## config.mk

```make
export PLATFORM = sky130hd
export DESIGN_NAME = pcie_link_seq
export DESIGN_NICKNAME = d
export VERILOG_FILES = /design/src/rtl/lbs_pkg.sv /design/src/rtl/lbs_reg_master.sv /design/src/rtl/lbs_wait_timer.sv /design/src/rtl/pcie_link_seq.sv
export SDC_FILE = /design/constraint.sdc
export NUM_CORES = 1
export LEC_CHECK = 0
export BUFFER_PORTS_ARGS = -buffer_cell sky130_fd_sc_hd__clkbuf_2
export CAP_MARGIN = 40
export CORE_MARGIN = 10
export CORE_UTILIZATION = 55
export CTS_CLUSTER_SIZE = 10
export DETAILED_ROUTE_END_ITERATION = 10
export MAX_ROUTING_LAYER = met4
export PLACE_DENSITY_LB_ADDON = 0.08
export SLEW_MARGIN = 40
export SYNTH_ARGS = -nofsm -noshare
export SYNTH_HDL_FRONTEND = slang
export SYNTH_SLANG_ARGS = --single-unit
```

## constraint.sdc

```tcl
create_clock -name clk -period 4.54 [get_ports clk]
set_input_delay 1.362 -clock clk [delete_from_list [all_inputs] [get_ports clk]]
set_output_delay 1.362 -clock clk [all_outputs]
set_load 0.01 [all_outputs]
```

## src/rtl/lbs_pkg.sv

```systemverilog
package lbs_pkg;

    localparam logic [31:0] RA_GCTRL  = 32'h0000_8000;
    localparam logic [31:0] RA_GSTAT  = 32'h0000_8008;
    localparam logic [31:0] RA_RCACHE = 32'h0000_8050;
    localparam logic [31:0] RA_WCACHE = 32'h0000_8054;
    localparam logic [31:0] RA_LSTAT  = 32'h0000_0080;
    localparam logic [31:0] RA_LCTL2  = 32'h0000_00A0;
    localparam logic [31:0] RA_LCAP   = 32'h0000_007C;
    localparam logic [31:0] RA_EQCTL  = 32'h0000_08A8;
    localparam logic [31:0] RA_WSEL   = 32'h0000_0900;
    localparam logic [31:0] RA_WCR1   = 32'h0000_0904;
    localparam logic [31:0] RA_WCR2   = 32'h0000_0908;
    localparam logic [31:0] RA_WBLO   = 32'h0000_090C;
    localparam logic [31:0] RA_WBHI   = 32'h0000_0910;
    localparam logic [31:0] RA_WLIM   = 32'h0000_0914;
    localparam logic [31:0] RA_WTLO   = 32'h0000_0918;
    localparam logic [31:0] RA_WTHI   = 32'h0000_091C;

    localparam logic [31:0] TRAIN_EN   = 32'h0000_0004;
    localparam logic [31:0] MODE_MASK  = 32'h0000_00F0;
    localparam logic [31:0] MODE_RC    = 32'h0000_0040;
    localparam logic [31:0] RCACHE_VAL = 32'h0000_3511;
    localparam logic [31:0] WCACHE_VAL = 32'h0000_5311;
    localparam logic [31:0] EQ_OPT     = 32'h0000_0020;
    localparam logic [31:0] WIN_CFG0   = 32'h0000_0004;
    localparam logic [31:0] WIN_ON     = 32'h8000_0000;

    typedef enum logic [4:0] {
        S_IDLE, S_CHK0, S_CTL_RD, S_HALT, S_TYPE, S_RCACHE, S_WCACHE,
        S_LC2_RD, S_LC2_WR, S_CAP_RD, S_CAP_WR, S_EQ_RD, S_EQ_WR,
        S_CHK1, S_RUN_RD, S_RUN_WR, S_POLL, S_SETTLE, S_LSTAT,
        S_W_SEL, S_W_BLO, S_W_BHI, S_W_LIM, S_W_TLO, S_W_THI,
        S_W_CR1, S_W_CR2, S_OK, S_FAIL
    } step_t;

    typedef struct packed {
        logic        vld;
        logic        we;
        logic [31:0] addr;
        logic [31:0] data;
    } bus_op_t;

    function automatic logic link_is_up(input logic [31:0] sts);
        return sts[1] & sts[9];
    endfunction

    function automatic logic [31:0] merge_field(input logic [31:0] old,
                                                input logic [31:0] mask,
                                                input logic [31:0] val);
        return (old & ~mask) | (val & mask);
    endfunction

    function automatic bus_op_t rd_op(input logic [31:0] a);
        return '{vld: 1'b1, we: 1'b0, addr: a, data: 32'h0};
    endfunction

    function automatic bus_op_t wr_op(input logic [31:0] a, input logic [31:0] d);
        return '{vld: 1'b1, we: 1'b1, addr: a, data: d};
    endfunction

endpackage

```

## src/rtl/lbs_reg_master.sv

```systemverilog
module lbs_reg_master #(
    parameter int ADDR_W = 16
) (
    input  logic              clk,
    input  logic              rst,
    input  logic              go,
    input  logic              op_we,
    input  logic [ADDR_W-1:0] op_addr,
    input  logic [31:0]       op_data,
    output logic              op_done,
    output logic [31:0]       rd_val,
    output logic              bus_req,
    output logic              bus_we,
    output logic [ADDR_W-1:0] bus_addr,
    output logic [31:0]       bus_wdata,
    input  logic              bus_ack,
    input  logic [31:0]       bus_rdata
);
    always_ff @(posedge clk) begin
        if (rst) begin
            bus_req   <= 1'b0;
            bus_we    <= 1'b0;
            bus_addr  <= '0;
            bus_wdata <= '0;
            op_done   <= 1'b0;
            rd_val    <= '0;
        end else begin
            op_done <= 1'b0;
            if (!bus_req && go) begin
                bus_req   <= 1'b1;
                bus_we    <= op_we;
                bus_addr  <= op_addr;
                bus_wdata <= op_data;
            end else if (bus_req && bus_ack) begin
                bus_req <= 1'b0;
                op_done <= 1'b1;
                if (!bus_we) rd_val <= bus_rdata;
            end
        end
    end

    p_req_hold_r12: assert property (@(posedge clk) disable iff (rst)
        (bus_req && !bus_ack) |=> (bus_req && $stable(bus_addr) &&
                                   $stable(bus_we) && $stable(bus_wdata)));
endmodule

```

## src/rtl/lbs_wait_timer.sv

```systemverilog
module lbs_wait_timer #(
    parameter int W = 24
) (
    input  logic         clk,
    input  logic         rst,
    input  logic         load,
    input  logic [W-1:0] load_val,
    output logic         zero
);
    logic [W-1:0] cnt;

    always_ff @(posedge clk) begin
        if (rst)             cnt <= '0;
        else if (load)       cnt <= load_val;
        else if (cnt != '0)  cnt <= cnt - 1'b1;
    end

    assign zero = (cnt == '0);

    p_count_down_r8: assert property (@(posedge clk) disable iff (rst)
        (!load && cnt != '0) |=> (cnt == $past(cnt) - 1'b1));
endmodule

```

## src/rtl/pcie_link_seq.sv

```systemverilog
module pcie_link_seq
    import lbs_pkg::*;
#(
    parameter int ADDR_W      = 16,
    parameter int CLK_HZ      = 125_000_000,
    parameter int LINK_TMO_MS = 100,
    parameter int SETTLE_US   = 100,
    parameter int TGT_SPEED   = 3
) (
    input  logic              clk,
    input  logic              rst,
    input  logic              start,
    input  logic [31:0]       cfg_base,
    input  logic [31:0]       cfg_size,
    output logic              bus_req,
    output logic              bus_we,
    output logic [ADDR_W-1:0] bus_addr,
    output logic [31:0]       bus_wdata,
    input  logic              bus_ack,
    input  logic [31:0]       bus_rdata,
    output logic              done,
    output logic              link_ok,
    output logic [3:0]        link_speed,
    output logic [3:0]        link_width
);
    localparam longint TMO_CYC = longint'(CLK_HZ) * LINK_TMO_MS / 1000;
    localparam longint STL_CYC = longint'(CLK_HZ) * SETTLE_US / 1000000;
    localparam longint MAX_CYC = (TMO_CYC > STL_CYC) ? TMO_CYC : STL_CYC;
    localparam int     TW      = (MAX_CYC < 2) ? 1 : $clog2(MAX_CYC + 1);

    step_t       st, st_nxt;
    bus_op_t     op;
    logic        issued, go, op_done, up0, tmr_load, tmr_zero;
    logic [31:0] rd_val;
    logic [TW-1:0] tmr_val;

    // operation issued by each step; writes merge into the last value read
    always_comb begin
        op = '0;
        unique case (st)
            S_CHK0, S_CHK1, S_POLL: op = rd_op(RA_GSTAT);
            S_CTL_RD, S_RUN_RD:     op = rd_op(RA_GCTRL);
            S_HALT:   op = wr_op(RA_GCTRL, rd_val & ~TRAIN_EN);
            S_TYPE:   op = wr_op(RA_GCTRL, merge_field(up0 ? rd_val : (rd_val & ~TRAIN_EN),
                                                       MODE_MASK, MODE_RC));
            S_RCACHE: op = wr_op(RA_RCACHE, RCACHE_VAL);
            S_WCACHE: op = wr_op(RA_WCACHE, WCACHE_VAL);
            S_LC2_RD: op = rd_op(RA_LCTL2);
            S_LC2_WR: op = wr_op(RA_LCTL2, merge_field(rd_val, 32'hF, 32'(TGT_SPEED)));
            S_CAP_RD: op = rd_op(RA_LCAP);
            S_CAP_WR: op = wr_op(RA_LCAP, merge_field(rd_val, 32'hF, 32'(TGT_SPEED)));
            S_EQ_RD:  op = rd_op(RA_EQCTL);
            S_EQ_WR:  op = wr_op(RA_EQCTL, rd_val | EQ_OPT);
            S_RUN_WR: op = wr_op(RA_GCTRL, rd_val | TRAIN_EN);
            S_LSTAT:  op = rd_op(RA_LSTAT);
            S_W_SEL:  op = wr_op(RA_WSEL, 32'h0);
            S_W_BLO:  op = wr_op(RA_WBLO, cfg_base);
            S_W_BHI:  op = wr_op(RA_WBHI, 32'h0);
            S_W_LIM:  op = wr_op(RA_WLIM, cfg_base + cfg_size);
            S_W_TLO:  op = wr_op(RA_WTLO, 32'h0);
            S_W_THI:  op = wr_op(RA_WTHI, 32'h0);
            S_W_CR1:  op = wr_op(RA_WCR1, WIN_CFG0);
            S_W_CR2:  op = wr_op(RA_WCR2, WIN_ON);
            default:  op = '0;
        endcase
    end

    assign go = op.vld && !issued;

    always_comb begin
        st_nxt = st;
        unique case (st)
            S_IDLE, S_OK, S_FAIL: if (start) st_nxt = S_CHK0;
            S_SETTLE: if (tmr_zero) st_nxt = S_LSTAT;
            default: if (op_done) begin
                unique case (st)
                    S_CHK0:   st_nxt = S_CTL_RD;
                    S_CTL_RD: st_nxt = up0 ? S_TYPE : S_HALT;
                    S_HALT:   st_nxt = S_TYPE;
                    S_TYPE:   st_nxt = S_RCACHE;
                    S_RCACHE: st_nxt = S_WCACHE;
                    S_WCACHE: st_nxt = S_LC2_RD;
                    S_LC2_RD: st_nxt = S_LC2_WR;
                    S_LC2_WR: st_nxt = S_CAP_RD;
                    S_CAP_RD: st_nxt = S_CAP_WR;
                    S_CAP_WR: st_nxt = S_EQ_RD;
                    S_EQ_RD:  st_nxt = S_EQ_WR;
                    S_EQ_WR:  st_nxt = S_CHK1;
                    S_CHK1:   st_nxt = link_is_up(rd_val) ? S_POLL : S_RUN_RD;
                    S_RUN_RD: st_nxt = S_RUN_WR;
                    S_RUN_WR: st_nxt = S_POLL;
                    S_POLL:   st_nxt = link_is_up(rd_val) ? S_SETTLE :
                                       (tmr_zero ? S_FAIL : S_POLL);
                    S_LSTAT:  st_nxt = S_W_SEL;
                    S_W_SEL:  st_nxt = S_W_BLO;
                    S_W_BLO:  st_nxt = S_W_BHI;
                    S_W_BHI:  st_nxt = S_W_LIM;
                    S_W_LIM:  st_nxt = S_W_TLO;
                    S_W_TLO:  st_nxt = S_W_THI;
                    S_W_THI:  st_nxt = S_W_CR1;
                    S_W_CR1:  st_nxt = S_W_CR2;
                    S_W_CR2:  st_nxt = S_OK;
                    default:  st_nxt = S_IDLE;
                endcase
            end
        endcase
    end

    assign tmr_load = (st_nxt != st) && (st_nxt == S_POLL || st_nxt == S_SETTLE);
    assign tmr_val  = (st_nxt == S_SETTLE) ? TW'(STL_CYC) : TW'(TMO_CYC);

    always_ff @(posedge clk) begin
        if (rst) begin
            st         <= S_IDLE;
            issued     <= 1'b0;
            up0        <= 1'b0;
            done       <= 1'b0;
            link_ok    <= 1'b0;
            link_speed <= '0;
            link_width <= '0;
        end else begin
            st      <= st_nxt;
            issued  <= op_done ? 1'b0 : (go ? 1'b1 : issued);
            done    <= (st_nxt == S_OK) || (st_nxt == S_FAIL);
            link_ok <= (st_nxt == S_OK);
            if (st == S_CHK0 && op_done) up0 <= link_is_up(rd_val);
            if (st == S_LSTAT && op_done) begin
                link_speed <= rd_val[19:16];
                link_width <= rd_val[23:20];
            end
        end
    end

    lbs_reg_master #(.ADDR_W(ADDR_W)) u_master (
        .clk(clk), .rst(rst), .go(go), .op_we(op.we),
        .op_addr(ADDR_W'(op.addr)), .op_data(op.data),
        .op_done(op_done), .rd_val(rd_val),
        .bus_req(bus_req), .bus_we(bus_we), .bus_addr(bus_addr),
        .bus_wdata(bus_wdata), .bus_ack(bus_ack), .bus_rdata(bus_rdata)
    );

    lbs_wait_timer #(.W(TW)) u_timer (
        .clk(clk), .rst(rst), .load(tmr_load), .load_val(tmr_val), .zero(tmr_zero)
    );

    p_halt_clears_r3: assert property (@(posedge clk) disable iff (rst)
        (st == S_HALT && bus_req) |-> (bus_we && !bus_wdata[2]));
    p_mode_field_r4: assert property (@(posedge clk) disable iff (rst)
        (st == S_TYPE && bus_req) |-> (bus_wdata[7:4] == 4'd4));
    p_cache_vals_r5: assert property (@(posedge clk) disable iff (rst)
        (bus_req && bus_we && bus_addr == ADDR_W'(RA_RCACHE)) |-> (bus_wdata == RCACHE_VAL));
    p_fail_quiet_r8: assert property (@(posedge clk) disable iff (rst)
        (st == S_FAIL) |-> !bus_req);
    p_settled_r9: assert property (@(posedge clk) disable iff (rst)
        (st == S_LSTAT) |-> tmr_zero);
    p_ok_has_done_r11: assert property (@(posedge clk) disable iff (rst)
        link_ok |-> done);
endmodule

```

==> reports/metrics.yaml, run 1 <==
power_and_ir_drop:
  p_leak_nw: 3.654
  finalPower_mw: 3.318
  cellPowerDensity_nw_per_um2: 380.5
  ir_drop_v: 0.0002717
clock_tree:
  cts_setup_buffers: 0
  cts_hold_buf: 0
  clock_path_buffers: 2
  worstSkewPairLatency_ns: 0.42
  cts_made_buffers: 17
  clock_sinks: 117
  h-tree-depth: 4
  root_buffer: "clkbuf_16"
  cts_tree: "done"
  cts_resized: 0
  clk_pin_slew_ns: 0.05
sta:
  max_freq_ghz: 0.2638
  finalSetupTns_ns: 0
  fin_skew_ns: 0.007027
  hold_violations: 0
  fin_ws_ns: 0.7490
  period_minus_slack_ns: 3.791
  rsz0062_at_grt: "no"
  setup_viol: 0
  tightest_slew_ns: 0.8420
  slew_headroom_pct: 43.79
  slew_viol_final: 0
  post-route-period-util_pct: 83.50
  timing.hold.ws_ns: 0.4537
drt:
  avgRoutedWirePerCell_um: 18.18
  via_count: 7549
  drc: 0
  wl_mm: 23.20
  drt-pass1-iter-count: 6
  antenna_left: 0
  via_per_inst: 5.916
  drt_iter0_drc: 884
synth:
  synth.avg_cell_area_sq_um: 7.618
  yosysWarnings: 0
  seq_area_frac_synth_pct: 31.99
  synth_cell_types: 74
  ys.flop_type: "dfxtp_1"
  synthCells: 961
  synth_edf_count: 0
  synth-async-reset-ratio_pct: 0
  synth.cell_area_sq_um: 7321
  yosys_register_bits: 117
cells_and_area:
  antenna_cells: 0
  fin_area_sq_um: 8720
  stdcell_count: 1276
  fin_util_pct: 66.37
  drive_gt1_share_pct: 19.82
  nNetsFinal: 1223
  area_growth_pct: 19.11
place:
  place_ws_ns: 0.3875
  hpwl_mm: 17.08
  place.gp.congestion: 0.9517
  post-place-cells: 1246
  port_buffers: 152
  placed_area_sq_um: 8199
worst_setup_path:
  end_kind: "flip-flop"
  crit_slowest_cell: "ha_1"
  worstPathRequired_ns: 4.83
  path_max_fanout: 8
  slowest_delay_ns: 0.39
  path_class: "in -> reg"
  path_cells: "clkbuf_2 -> ha_1 -> a21oi_1 -> a21oi_1 -> a211o_1 -> o41ai_1 -> buf_4 -> a31oi_1 -> a221oi_1 -> mux2i_1 -> a221oi_1 -> nor3_1"
  arrival_ns: 4.08
  start_kind: "primary input"
global_route:
  grt_pass1_wl_mm: 37.26
  grt_usage_pct: 25.57
  grt_overflow: 0
  grt_pass1_vias: 7262
  grt_max_degree: 68
  antenna_found_initial: 0
die:
  die_area_sq_um: 18330
  die_h_um: 135.4
  core-area_sq_um: 13140
  num_rows: 42
  io_pins: 160
  die_x_um: 135.4
  initial_core_util_pct: 55.72
status:
  outcome: "completed"
run:
  maxCapViolations: 0
hold_path:
  min_path_type: "reg -> reg"
[layout make-up]
cell class	count	area (sq um)
multi-input combinational	768	4668
sequential	117	2342
tap	176	220.2
fill	1204	4418
inverter	14	52.55
clock inverter	5	25.02
timing repair buffer	171	915.9
clock buffer	25	495.5
[per-layer routing]
layer | up-vias | GRT usage (%) | routed length [um]
li1 | 3717 | - | -
met1 | 3423 | 32.57 | 10190
met2 | 356 | 38.74 | 10560
met3 | 53 | 5.341 | 1784
met4 | 0 | 10.29 | 656
met5 | - | - | 0
[layout by cell type (no fill, tap or decap), types with 6 or more instances in the layout]
master / n
buf_4: 18
clkbuf_2: 151
nor3_1: 39
nor2_1: 107
clkbuf_16: 17
and3_1: 7
nor4_1: 6
a21o_1: 14
o211ai_1: 6
inv_1: 13
or2_2: 6
xor2_1: 16
nand2b_1: 24
a221oi_1: 13
dfxtp_1: 117
o21ai_0: 49
nand2_1: 117
or3_1: 10
nand3_1: 15
a311oi_1: 6
o21ai_1: 9
a211oi_1: 12
mux2i_1: 13
a21oi_1: 107
xnor2_1: 29
conb_1: 7
nor2b_1: 14
ha_1: 33
a221o_1: 16
a31oi_1: 13
[critical path: cells and delay by family]
kind | cells | cell delay, ns
AO/OA/AOI/OAI | 7 | 1.82
adder cells (fa/ha/maj) | 1 | 0.39
buffers and inverters | 2 | 0.29
multiplexers | 1 | 0.12
AND/OR/NAND/NOR | 1 | 0.08
[path summary, 6_finish.rpt]
kind / from / end / slack [ns] / depth (start not counted)
worst max-delay path: cfg_base[11] / u_master.bus_wdata[23] / 0.75 / 12
worst min-delay path: u_master.rd_val[5] / u_master.rd_val[5] / 0.45 / 2
worst max register to register: u_timer.cnt[8] / u_timer.cnt[10] / 1.13 / 7
worst min register to register: u_master.rd_val[5] / u_master.rd_val[5] / 0.45 / 2
[Yosys cell counts, drive strengths merged (14+ instances only)]
cell type / number / area, sq um
dfxtp: 117 / 2342
nand2: 117 / 439.2
nor2: 110 / 412.9
a21oi: 108 / 540.5
o21ai: 59 / 299.0
clkbuf: 56 / 210.2
nor3: 39 / 195.2
ha: 33 / 412.9
xnor2: 29 / 254.0
nand2b: 24 / 150.1
a221o: 16 / 160.2
xor2: 16 / 140.1
nand3: 15 / 75.07
a21o: 14 / 105.1
nor2b: 14 / 87.58
[registers in the layout (all words and copies together), names as in the netlist, 4 cells and up]
signal / flops
link_width: 4
u_master.bus_addr: 9
u_master.rd_val: 32
link_speed: 4
u_timer.cnt: 24
u_master.bus_wdata: 32
st: 5
[where the power goes]
group	leakage, nW	switching [mW]	internal [mW]	total [mW]
Combinational	2.44	0.528	0.396	0.925
Clock	0.263	0.458	0.743	1.20
Sequential	0.953	0.0713	1.12	1.19
[cell families after synthesis]
kind of cell | synth area share (%)
simple gates | 24.32
compound gates | 25.62
flops | 31.99
buf+inv | 4.785
xor+xnor | 5.384
fa+ha+maj | 5.914
mux | 1.931
other cells | 0.05122
No activity file was read; power rests on OpenSTA's default activity.
==> run 2, diff against run 1 <==
Settings changed: ABC_AREA set to 1, CORE_UTILIZATION 55 to 51.
Clock period 4.54 ns to 3.37 ns, I/O delays scaled along.
==> reports/metrics.yaml, run 2 <==
worst_setup_path:
  end_kind: "flip-flop"  # unchanged
  arrival_ns: 3.32  # was 4.08 ns
  reg2reg_slack_ns: 0.42  # was 1.13 ns
  crit_start: "cfg_base[0]"  # was cfg_base[11]
  reg2reg_depth: 13  # was 7
  start_kind: "primary input"  # unchanged
  timing.rr.start: "st[2]"  # was u_timer.cnt[8]
  path_class: "in -> reg"  # unchanged
  r2r-end: "u_timer.cnt[9]"  # was u_timer.cnt[10]
  path_max_fanout: 5  # was 8
  worstPathRequired_ns: 3.72  # was 4.83 ns
place:
  placed_area_sq_um: 8667  # was 8199 sq um
  place_ws_ns: 0.003758  # was 0.3875 ns
  place.gp.congestion: 0.9518  # was 0.9517
  port_buffers: 152  # unchanged
  post-place-cells: 1492  # was 1246
  hpwl_mm: 20.58  # was 17.08 mm
die:
  die_h_um: 143.8  # was 135.4 um
  die_x_um: 143.8  # was 135.4 um
  num_rows: 45  # was 42
  core-area_sq_um: 15090  # was 13140 sq um
  die_area_sq_um: 20680  # was 18330 sq um
  initial_core_util_pct: 51.80  # was 55.72%
  io_pins: 160  # unchanged
sta:
  timing.hold.ws_ns: 0.4437  # was 0.4537 ns
  max_freq_ghz: 0.3367
  finalSetupTns_ns: 0  # unchanged
  tightest_slew_ns: 0.8748  # was 0.8420 ns
  slew_viol_final: 0  # unchanged
  rsz0062_at_grt: "no"  # unchanged
  post-route-period-util_pct: 88.14
  setup_viol: 0  # unchanged
  slew_headroom_pct: 41.14  # was 43.79%
  fin_skew_ns: 0.006822  # was 0.007027 ns
  fin_ws_ns: 0.3996  # was 0.7490 ns
  period_minus_slack_ns: 2.970
  hold_violations: 0  # unchanged
drt:
  via_count: 8505  # was 7549
  antenna_left: 0  # unchanged
  drt-pass1-iter-count: 5  # was 6
  via_per_inst: 5.584  # was 5.916
  drt_iter0_drc: 808  # was 884
  avgRoutedWirePerCell_um: 17.85  # was 18.18 um
  wl_mm: 27.19  # was 23.20 mm
  drc: 0  # unchanged
global_route:
  antenna_found_initial: 0  # unchanged
  grt_pass1_vias: 7885  # was 7262
  grt_pass1_wl_mm: 42.41  # was 37.26 mm
  grt_max_degree: 84  # was 68
  grt_overflow: 0  # unchanged
  grt_usage_pct: 26.60  # was 25.57%
cells_and_area:
  stdcell_count: 1523  # was 1276
  layout_commonest_cell: "nand2_1"  # was clkbuf_2
  drive_gt1_share_pct: 18.65  # was 19.82%
  antenna_cells: 0  # unchanged
  final_cell_mix: "223 x nand2_1, 184 x nor2_1, 152 x clkbuf_2, 117 x o21ai_0, 117 x dfxtp_1"  # was 151 x clkbuf_2, 117 x nand2_1, 117 x dfxtp_1, 107 x nor2_1, 107 x a21oi_1
  reg_top3: "u_master.bus_wdata x32, u_master.rd_val x32, u_timer.cnt x24"  # unchanged
  nNetsFinal: 1457  # was 1223
  area_growth_pct: 19.08  # was 19.11%
  fin_area_sq_um: 9308  # was 8720 sq um
power_and_ir_drop:
  cellPowerDensity_nw_per_um2: 617.4  # was 380.5 nW/um^2
  ir_drop_v: 0.0005081  # was 0.0002717 V
  p_leak_nw: 4.615  # was 3.654 nW
hold_path:
  min_path_type: "reg -> reg"  # unchanged
  hold-path-cell-count: 2  # unchanged
  hold_start: "link_width[3]"  # was u_master.rd_val[5]
  hold_end: "link_width[3]"  # was u_master.rd_val[5]
synth:
  synth_commonest_cells: "223 x nand2_1, 185 x nor2_1, 117 x dfxtp_1, 117 x o21ai_0, 99 x inv_1"  # was 117 x dfxtp_1, 117 x nand2_1, 110 x nor2_1
  synth.cell_area_sq_um: 7816  # was 7321 sq um
  synth-async-reset-ratio_pct: 0  # unchanged
  yosys_register_bits: 117  # unchanged
  seq_area_frac_synth_pct: 29.97  # was 31.99%
  ys.flop_type: "dfxtp_1"  # unchanged
  synth.avg_cell_area_sq_um: 6.607  # was 7.618 sq um
  synth_edf_count: 0  # unchanged
  yosys.area.top_type: "dfxtp_1"  # unchanged
  yosysWarnings: 0  # unchanged
  synth_top_area_share_pct: 29.97  # was 31.99%
  synth_cell_types: 48  # was 74
  synthCells: 1183  # was 961
  synth.most_common_cell: "nand2_1"
  ys_top_cells_by_area: "dfxtp_1 30%, nand2_1 11%, nor2_1 8.9%"  # was dfxtp_1 32%, a21oi_1 7.4%, nand2_1 6.0%
clock_tree:
  cts_setup_buffers: 0  # unchanged
  clock_sinks: 117  # unchanged
  root_buffer: "clkbuf_16"  # unchanged
  worstSkewPairLatency_ns: 0.42  # about the same
  cts_made_buffers: 17  # unchanged
  cts_resized: 0  # unchanged
  clk_pin_slew_ns: 0.06  # was 0.05 ns
  h-tree-depth: 4  # unchanged
  clock_path_buffers: 2  # unchanged
  cts_tree: "done"  # unchanged
  cts_hold_buf: 0  # unchanged
run:
  maxCapViolations: 0  # unchanged
status:
  outcome: "completed"  # unchanged
[run 2: worst max-delay path, cell delays in order]
cell	delay [ns]
clkbuf_2	0.10
ha_1	0.21
inv_1	0.09
fa_1	0.36
inv_1	0.07
nand2_1	0.05
o21ai_0	0.29
inv_1	0.09
o21ai_0	0.15
buf_4	0.15
nand2_1	0.07
nand2_1	0.13
nand2_1	0.07
nand2_1	0.08
o21ai_0	0.08
a21o_1	0.19
a21oi_1	0.14
[run 2: logic make-up after synthesis]
| family | count (synthesis) | share of synthesized area, % |
|---|---|---|
| AO/OA/AOI/OAI | 285 | 20.86 |
| XOR/XNOR | 21 | 2.353 |
| adder cells (fa/ha/maj) | 34 | 5.539 |
| buffers and inverters | 164 | 9.381 |
| flip-flops | 117 | 29.97 |
| other | 1 | 0.04798 |
| AND/OR/NAND/NOR | 561 | 31.86 |
[run 2: final cells by class]
class | count | area (sq um)
Clock buffer | 23 | 467.9
Clock inverter | 8 | 172.7
Fill cell | 1494 | 5782
Inverter | 108 | 407.9
Multi-Input combinational cell | 908 | 4766
Sequential cell | 117 | 2342
Tap cell | 188 | 235.2
Timing Repair Buffer | 171 | 915.9
[run 2: worst max-delay path by stage]
stage,endpoint,slack [ns],cells after the start
4_1_cts,u_master.bus_wdata[20],0.43,17
3_3_place_gp,u_master.bus_wdata[22],0.06,16
3_5_place_dp,u_master.bus_wdata[20],0.004,17
6_report,u_master.bus_wdata[20],0.40,17
2_1_floorplan,u_master.bus_wdata[24],0.36,15
5_1_grt,u_master.bus_wdata[20],0.11,17
[run 2: report_power, final]
part | switching [mW] | leakage [nW] | internal (mW) | total, mW
clock | 0.673 | 0.311 | 1.35 | 2.02
combinational | 1.19 | 3.35 | 0.716 | 1.91
sequential | 0.199 | 0.955 | 1.62 | 1.82
[run 2: per-stage QoR]
stage	util (%)	power, mW
6_report	61.68	5.747
3_5_place_dp	57.44	3.720
3_3_place_gp	57.44	3.703
4_1_cts	61.68	5.747
2_1_floorplan	-	3.228
5_1_grt	61.68	6.110
[run 2: per-layer routing]
layer | wire, um | part of all wire (%) | track usage, % | vias to the layer above
li1 | - | - | - | 4260
met1 | 13060 | 48 | 37.21 | 3853
met2 | 11540 | 42 | 38.33 | 360
met3 | 2246 | 8.3 | 5.347 | 32
met4 | 339 | 1.2 | 6.448 | 0
met5 | 0 | 0 | - | -
